**src/rtl/bdp_pkg.sv**
```systemverilog
package bdp_pkg;
  localparam int NBANK  = 4;
  localparam int BSEL_W = 2;
  localparam int WORD_W = 16;
  localparam int NBYTE  = WORD_W / 8;
  typedef logic [WORD_W-1:0] word_t;
  typedef logic [NBYTE-1:0]  bmask_t;
endpackage

```
**src/rtl/bdp_port_gate.sv**
```systemverilog
module bdp_port_gate
  import bdp_pkg::*;
#(
  parameter int ADDR_W  = 6,
  parameter bit IS_LEFT = 1'b1
) (
  input  logic                     ce,
  input  logic                     we,
  input  logic [ADDR_W-1:0]        addr,
  input  logic [NBANK-1:0]         sel,
  output logic [BSEL_W-1:0]        bank,
  output logic [ADDR_W-BSEL_W-1:0] off,
  output logic                     owned,
  output logic                     rd,
  output logic                     wr
);
  // upper address bits pick the bank, the rest index the word
  assign bank = addr[ADDR_W-1 -: BSEL_W];
  assign off  = addr[ADDR_W-BSEL_W-1:0];

  // select high means left owns; right owns on low
  generate
    if (IS_LEFT) begin : g_left
      assign owned = sel[bank];
    end else begin : g_right
      assign owned = ~sel[bank];
    end
  endgenerate

  assign rd = ce & ~we;
  assign wr = ce & we;
endmodule

```
**src/rtl/bdp_bank.sv**
```systemverilog
module bdp_bank
  import bdp_pkg::*;
#(
  parameter int OFF_W = 4
) (
  input  logic             clk,
  input  logic             rst_n,
  input  logic             left_owns,
  input  logic             l_hit,
  input  logic [OFF_W-1:0] l_off,
  input  bmask_t           l_be,
  input  word_t            l_wd,
  input  logic             r_hit,
  input  logic [OFF_W-1:0] r_off,
  input  bmask_t           r_be,
  input  word_t            r_wd,
  output word_t            l_q,
  output word_t            r_q
);
  localparam int DEPTH = 1 << OFF_W;

  word_t mem [DEPTH];

  logic             wen;
  logic [OFF_W-1:0] woff;
  bmask_t           wbe;
  word_t            wd;

  // the owner alone steers the single write path of this bank
  always_comb begin
    if (left_owns) begin
      wen = l_hit; woff = l_off; wbe = l_be; wd = l_wd;
    end else begin
      wen = r_hit; woff = r_off; wbe = r_be; wd = r_wd;
    end
  end

  always_ff @(posedge clk) begin
    if (wen) begin
      for (int b = 0; b < NBYTE; b++) begin
        if (wbe[b]) mem[woff][b*8 +: 8] <= wd[b*8 +: 8];
      end
    end
  end

  assign l_q = mem[l_off];
  assign r_q = mem[r_off];

  // a foreign write with no owner write this cycle leaves the word alone
  a_r4_right_dropped: assert property (@(posedge clk) disable iff (!rst_n)
    (left_owns && r_hit && !l_hit) |=> (mem[$past(r_off)] === $past(r_q)));
  a_r4_left_dropped: assert property (@(posedge clk) disable iff (!rst_n)
    (!left_owns && l_hit && !r_hit) |=> (mem[$past(l_off)] === $past(l_q)));
  // a full-word owner write lands in the addressed word
  a_r3_left_full_write: assert property (@(posedge clk) disable iff (!rst_n)
    (left_owns && l_hit && (&l_be)) |=> (mem[$past(l_off)] == $past(l_wd)));
  a_r3_right_full_write: assert property (@(posedge clk) disable iff (!rst_n)
    (!left_owns && r_hit && (&r_be)) |=> (mem[$past(r_off)] == $past(r_wd)));
endmodule

```
**src/rtl/bdp_rd_port.sv**
```systemverilog
module bdp_rd_port
  import bdp_pkg::*;
#(
  parameter word_t FILL = 16'hDEAD
) (
  input  logic  clk,
  input  logic  rst_n,
  input  logic  rd,
  input  logic  owned,
  input  word_t q_in,
  output word_t rdata,
  output logic  rvld
);
  always_ff @(posedge clk) begin
    if (!rst_n) begin
      rdata <= '0;
      rvld  <= 1'b0;
    end else begin
      rvld <= rd;
      if (rd) rdata <= owned ? q_in : FILL;
    end
  end

  // foreign reads answer with the filler word
  a_r5_filler: assert property (@(posedge clk) disable iff (!rst_n)
    (rd && !owned) |=> (rdata == FILL));
  // every read is answered exactly one cycle later
  a_r6_latency: assert property (@(posedge clk) disable iff (!rst_n)
    rd |=> rvld);
  // idle cycles keep the data and drop valid
  a_r10_hold: assert property (@(posedge clk) disable iff (!rst_n)
    !rd |=> (!rvld && $stable(rdata)));
endmodule

```
**src/rtl/banked_dpram.sv**
```systemverilog
module banked_dpram
  import bdp_pkg::*;
#(
  parameter int    ADDR_W = 6,
  parameter word_t FILL   = 16'hDEAD
) (
  input  logic              clk,
  input  logic              rst_n,
  input  logic [3:0]        bank_sel,
  input  logic              l_ce,
  input  logic              l_we,
  input  logic [1:0]        l_be,
  input  logic [ADDR_W-1:0] l_addr,
  input  logic [15:0]       l_wdata,
  output logic [15:0]       l_rdata,
  output logic              l_rvld,
  input  logic              r_ce,
  input  logic              r_we,
  input  logic [1:0]        r_be,
  input  logic [ADDR_W-1:0] r_addr,
  input  logic [15:0]       r_wdata,
  output logic [15:0]       r_rdata,
  output logic              r_rvld
);
  localparam int OFF_W = ADDR_W - BSEL_W;

  logic [BSEL_W-1:0] l_bank, r_bank;
  logic [OFF_W-1:0]  l_off, r_off;
  logic              l_own, r_own, l_rd, r_rd, l_wr, r_wr;

  bdp_port_gate #(.ADDR_W(ADDR_W), .IS_LEFT(1'b1)) u_gate_l (
    .ce(l_ce), .we(l_we), .addr(l_addr), .sel(bank_sel),
    .bank(l_bank), .off(l_off), .owned(l_own), .rd(l_rd), .wr(l_wr)
  );
  bdp_port_gate #(.ADDR_W(ADDR_W), .IS_LEFT(1'b0)) u_gate_r (
    .ce(r_ce), .we(r_we), .addr(r_addr), .sel(bank_sel),
    .bank(r_bank), .off(r_off), .owned(r_own), .rd(r_rd), .wr(r_wr)
  );

  word_t bq_l [NBANK];
  word_t bq_r [NBANK];

  generate
    for (genvar g = 0; g < NBANK; g++) begin : g_bank
      logic l_hit, r_hit;
      assign l_hit = l_wr && (l_bank == BSEL_W'(g));
      assign r_hit = r_wr && (r_bank == BSEL_W'(g));
      bdp_bank #(.OFF_W(OFF_W)) u_bank (
        .clk(clk), .rst_n(rst_n), .left_owns(bank_sel[g]),
        .l_hit(l_hit), .l_off(l_off), .l_be(l_be), .l_wd(l_wdata),
        .r_hit(r_hit), .r_off(r_off), .r_be(r_be), .r_wd(r_wdata),
        .l_q(bq_l[g]), .r_q(bq_r[g])
      );
    end
  endgenerate

  bdp_rd_port #(.FILL(FILL)) u_rd_l (
    .clk(clk), .rst_n(rst_n), .rd(l_rd), .owned(l_own),
    .q_in(bq_l[l_bank]), .rdata(l_rdata), .rvld(l_rvld)
  );
  bdp_rd_port #(.FILL(FILL)) u_rd_r (
    .clk(clk), .rst_n(rst_n), .rd(r_rd), .owned(r_own),
    .q_in(bq_r[r_bank]), .rdata(r_rdata), .rvld(r_rvld)
  );

  // both ports never own the same bank at once
  a_r2_single_owner: assert property (@(posedge clk) disable iff (!rst_n)
    (l_ce && r_ce && (l_bank == r_bank)) |-> (l_own != r_own));
endmodule

```
**config.mk**
```make
export PLATFORM = sky130hd
export DESIGN_NAME = banked_dpram
export DESIGN_NICKNAME = d
export VERILOG_FILES = /design/src/rtl/bdp_pkg.sv /design/src/rtl/bdp_port_gate.sv /design/src/rtl/bdp_bank.sv /design/src/rtl/bdp_rd_port.sv /design/src/rtl/banked_dpram.sv
export SDC_FILE = /design/constraint.sdc
export NUM_CORES = 1
export LEC_CHECK = 0
export ABC_AREA = 0
export BUFFER_PORTS_ARGS = -buffer_cell sky130_fd_sc_hd__buf_2
export CAP_MARGIN = 10
export CORE_MARGIN = 3
export CORE_UTILIZATION = 50
export DETAILED_ROUTE_END_ITERATION = 10
export PLACE_DENSITY = 0.76
export SLEW_MARGIN = 0
export SYNTH_ARGS = -nofsm -noshare
export SYNTH_HDL_FRONTEND = slang
export SYNTH_HIERARCHICAL = 1
export SYNTH_SLANG_ARGS = --single-unit
```
**constraint.sdc**
```tcl
create_clock -name clk -period 2.68 [get_ports clk]
set_clock_uncertainty 0.2 [all_clocks]
set_input_delay 0.134 -clock clk [delete_from_list [all_inputs] [get_ports clk]]
set_output_delay 0.134 -clock clk [all_outputs]
set_load 0.005 [all_outputs]
```
==> impl_metrics.env <==
export IMPL_track_usage=0.303
export IMPL_place_congestion=0.960
export IMPL_die_area_um2=107000
export IMPL_finalMaxSlewViolations=0
export IMPL_power_switching_mw=8.93
export IMPL_worst_hold_path_endpoint="u_rd_l/rdata[11]"
export IMPL_number_of_enable_flip_flop_cells_after_synthesis=1024
export IMPL_syn_inst=2915
export IMPL_final_critical_path_setup_slack_ns=0.0458
export IMPL_min_period_over_period=0.983
export IMPL_dr_first_iter_drc_count=5628
export IMPL_timing_fmax_mhz=380
export IMPL_ctsLongestPathBuffers=3
export IMPL_cts_buffers_inserted=106
export IMPL_grt_pass1_wl_mm=235
export IMPL_worst_setup_path_start_kind="input port"
export IMPL_dominantRegCellSynth="edfxtp_1"
export IMPL_num_io_pins=92
export IMPL_core_um2=102000
export IMPL_power_per_cell_area_nw_per_um2=617
export IMPL_worstPathArrival_ns=2.75
export IMPL_grt_setup_unrepaired="no"
export IMPL_first_global_vias=33688
export IMPL_p_total_mw=37.1
export IMPL_clkLatencyLatePin_ns=0.72
export IMPL_pwr_share_seq=0.497
export IMPL_p_leak_nw=20.6
export IMPL_setup_viol=0
export IMPL_worst_r2r_endpoint="u_rd_l/rdata[6]"
export IMPL_worst_ep_required_time_ns=2.79
export IMPL_initial_util=0.505
export IMPL_critical_path_peak_fanout=8
export IMPL_grt_max_degree=45
export IMPL_cts_reportedPaths_clkPinSlew_ns=0.06
export IMPL_floorplan_die_width_um=327
export IMPL_timing_final_crit_period_ns=2.63
export IMPL_cap_viol_max_count=0
export IMPL_first_pass_iters=8
export IMPL_hold_path_class="in -> reg"
export IMPL_timing_rr_start="g_bank[2].u_bank/mem[8][6]"
export IMPL_min_path_cells=4
export IMPL_drcViolationCount=0
export IMPL_worst_case_register_to_register_setup_slack_ns=0.05
export IMPL_ir_drop_mv=0.532
export IMPL_timing_hold_worst_start="l_addr[4]"
export IMPL_combinationalPowerShare=0.107
export IMPL_wl_per_cell_um=33.7
export IMPL_outcome="complete, no violations"
export IMPL_cts_num_sinks=1058
export IMPL_total_nets_final=3428
export IMPL_remaining_max_slew_budget_at_the_tightest_pin=0.156
export IMPL_route_detailed_vias_per_inst=6.94
export IMPL_worst_max_slew_pin_slew_ns=1.26
export IMPL_via_count=33563
export IMPL_endpoint_kind="flop"
export IMPL_synthesis_area_um2=51400
export IMPL_area_delta_synth_final_pct=16.8
export IMPL_floorplan_die_height_um=327
export IMPL_share_of_power_burned_in_the_clock_network=0.397
export IMPL_post_synthesis_sequential_area_ratio=0.611
export IMPL_portBuffers=91
export IMPL_dp_final_hpwl_mm=117
export IMPL_synth_avg_cell_area_um2=17.6
export IMPL_routed_wirelength_mm=163
export IMPL_final_antenna_net_count=0
export IMPL_p_int_mw=28.1
export IMPL_asyncSetResetFlopFracSynth=0
export IMPL_htreeDepth=3
export IMPL_finalSetupTns_ns=0
export IMPL_final_layout_size_suffix_gt1_frac=0.374
export IMPL_p_sw_frac=0.241
export IMPL_post_synth_num_cell_types=34
export IMPL_row_count=117
export IMPL_synthesis_yosys_warnings=6
export IMPL_ctsRootBufferMaster="clkbuf_16"
export IMPL_post_synthesis_register_bit_count=1058
export IMPL_dp_worst_setup_slack_ns=-0.365
export IMPL_reg2reg_depth=6
export IMPL_final_hold_violation_count=0
export IMPL_critical_path_start_end_classification="in -> reg"
export IMPL_synthesis_nets=2973
export IMPL_grt_remaining_overflow=0
export IMPL_grt_antenna_before_repair=13
export IMPL_tritoncts="done"
timing repair:
action	4_1_cts	5_1_grt
hold buffers	54	0
buffers inserted	0	0
resized for setup	0	1
endpoints found under the setup margin	0	8
hold endpoints to repair	775	0
layout by cell type, fill, tap and decap left out, types with 4 or more instances in the layout:
cell	count
edfxtp_1	1024
nor3_1	8
a22o_1	64
clkbuf_16	106
or2_2	4
o21ai_0	10
nor2b_1	24
nor3b_1	26
o22ai_1	96
inv_1	11
clkinvlp_4	11
mux2i_1	128
clkinv_1	25
clkinv_2	27
and3_1	18
inv_6	4
nand2_1	70
and3b_1	36
clkbuf_1	8
o31ai_1	64
buf_2	86
o221a_2	18
nand3b_1	10
buf_12	47
bufinv_16	8
mux4_1	48
o21ai_1	10
nor2_1	183
a22oi_1	184
mux4_2	362
buf_4	393
mux2_2	208
dlygate4sd3_1	54
and2_1	8
o221ai_1	8
nand2b_1	12
clkinv_4	4
dfxtp_1	34
logic make-up (layout without fill, tap and decap cells):
logic type / Yosys count / in the layout / share of synthesized area
buf+inv: 249 / 796 / 0.0290
simple gates: 404 / 404 / 0.0394
mux: 746 / 746 / 0.254
other cells: 0 / 3 / 0
flops: 1058 / 1058 / 0.611
compound gates: 458 / 458 / 0.0667
layout make-up:
class	count	area, um^2
multi-input combinational	1608	18500
antenna	3	7.51
timing repair buffer	585	4930
tap	1368	1710
inverter	11	41.3
fill	7283	41800
sequential	1058	31400
clock buffer	117	2720
clock inverter	83	712
power by group through the flow:
stage	Combinational [mW]	Sequential (mW)	Clock, mW
floorplan	2.19	18.7	0
global placement	3.65	18.7	0
detailed placement	3.76	18.8	0
CTS	3.84	18.4	14.7
global route	4.07	18.4	15.4
finish	3.95	18.4	14.7
worst max-delay path by stage:
| stage | from | endpoint | slack, ns |
|---|---|---|---|
| global placement | l_addr[1] | u_rd_l/rdata[5] | -0.34 |
| global route | g_bank[2].u_bank/mem[8][6] | u_rd_l/rdata[6] | 0.02 |
| detailed placement | l_addr[0] | u_rd_l/rdata[4] | -0.37 |
| CTS | g_bank[2].u_bank/mem[7][0] | u_rd_l/rdata[0] | 0.12 |
| floorplan | l_addr[0] | u_rd_l/rdata[11] | 0.32 |
| finish | r_we | g_bank[1].u_bank/mem[13][4] | 0.05 |
sequential cells by signal (all words and copies together), names as in the netlist:
| signal | flops |
|---|---|
| g_bank.u_bank/mem | 1024 |
| u_rd_l/rdata | 16 |
| u_rd_l/rvld | 1 |
| u_rd_r/rdata | 16 |
| u_rd_r/rvld | 1 |
synthesized netlist by cell type (10+ instances only):
library cell	count	area, um^2
dfxtp_1	34	681
mux2i_1	128	1280
o31ai_1	64	480
nand2b_1	12	75.1
mux4_2	362	8150
and3b_1	36	315
buf_6	40	450
buf_4	40	300
mux4_1	48	1260
nand3b_1	10	75.1
and3_1	18	113
inv_1	11	41.3
o221a_2	18	203
a22o_1	64	561
o21ai_0	10	50.1
mux2_2	208	2340
clkbuf_1	68	255
o21ai_1	10	50.1
edfxtp_1	1024	30700
nand2_1	70	263
nor3b_1	26	195
buf_2	86	430
nor2_1	184	691
nor2b_1	26	163
o22ai_1	96	601
a22oi_1	184	1380
worst max-delay path, stage by stage:
cell           delay (ns)
dlygate4sd3_1        0.51
buf_2                0.11
and2_1               0.38
and3b_1              0.27
and3b_1              0.26
o22ai_1              0.20
nor2_1               0.87
metrics by stage:
step / instance area [um^2] / utilization / hold WS, ns / std cells
floorplan: 51400 / - / 0.0826 / 2915
global placement: 56100 / 0.550 / 0.309 / 4576
detailed placement: 56100 / 0.550 / 0.301 / 4576
CTS: 60000 / 0.589 / 0.0216 / 4830
global route: 60100 / 0.589 / 0.0609 / 4831
finish: 60100 / 0.589 / 0.0752 / 4833
routing by layer:
| layer | global-route usage | share of wire | up-vias |
|---|---|---|---|
| met5 | 0 | 0.00052 | - |
| met4 | 0.141 | 0.056 | 12 |
| met3 | 0.0941 | 0.14 | 462 |
| met2 | 0.464 | 0.45 | 2753 |
| met1 | 0.397 | 0.35 | 17057 |
| li1 | - | - | 13279 |
Power figures use the tool's default switching activity.
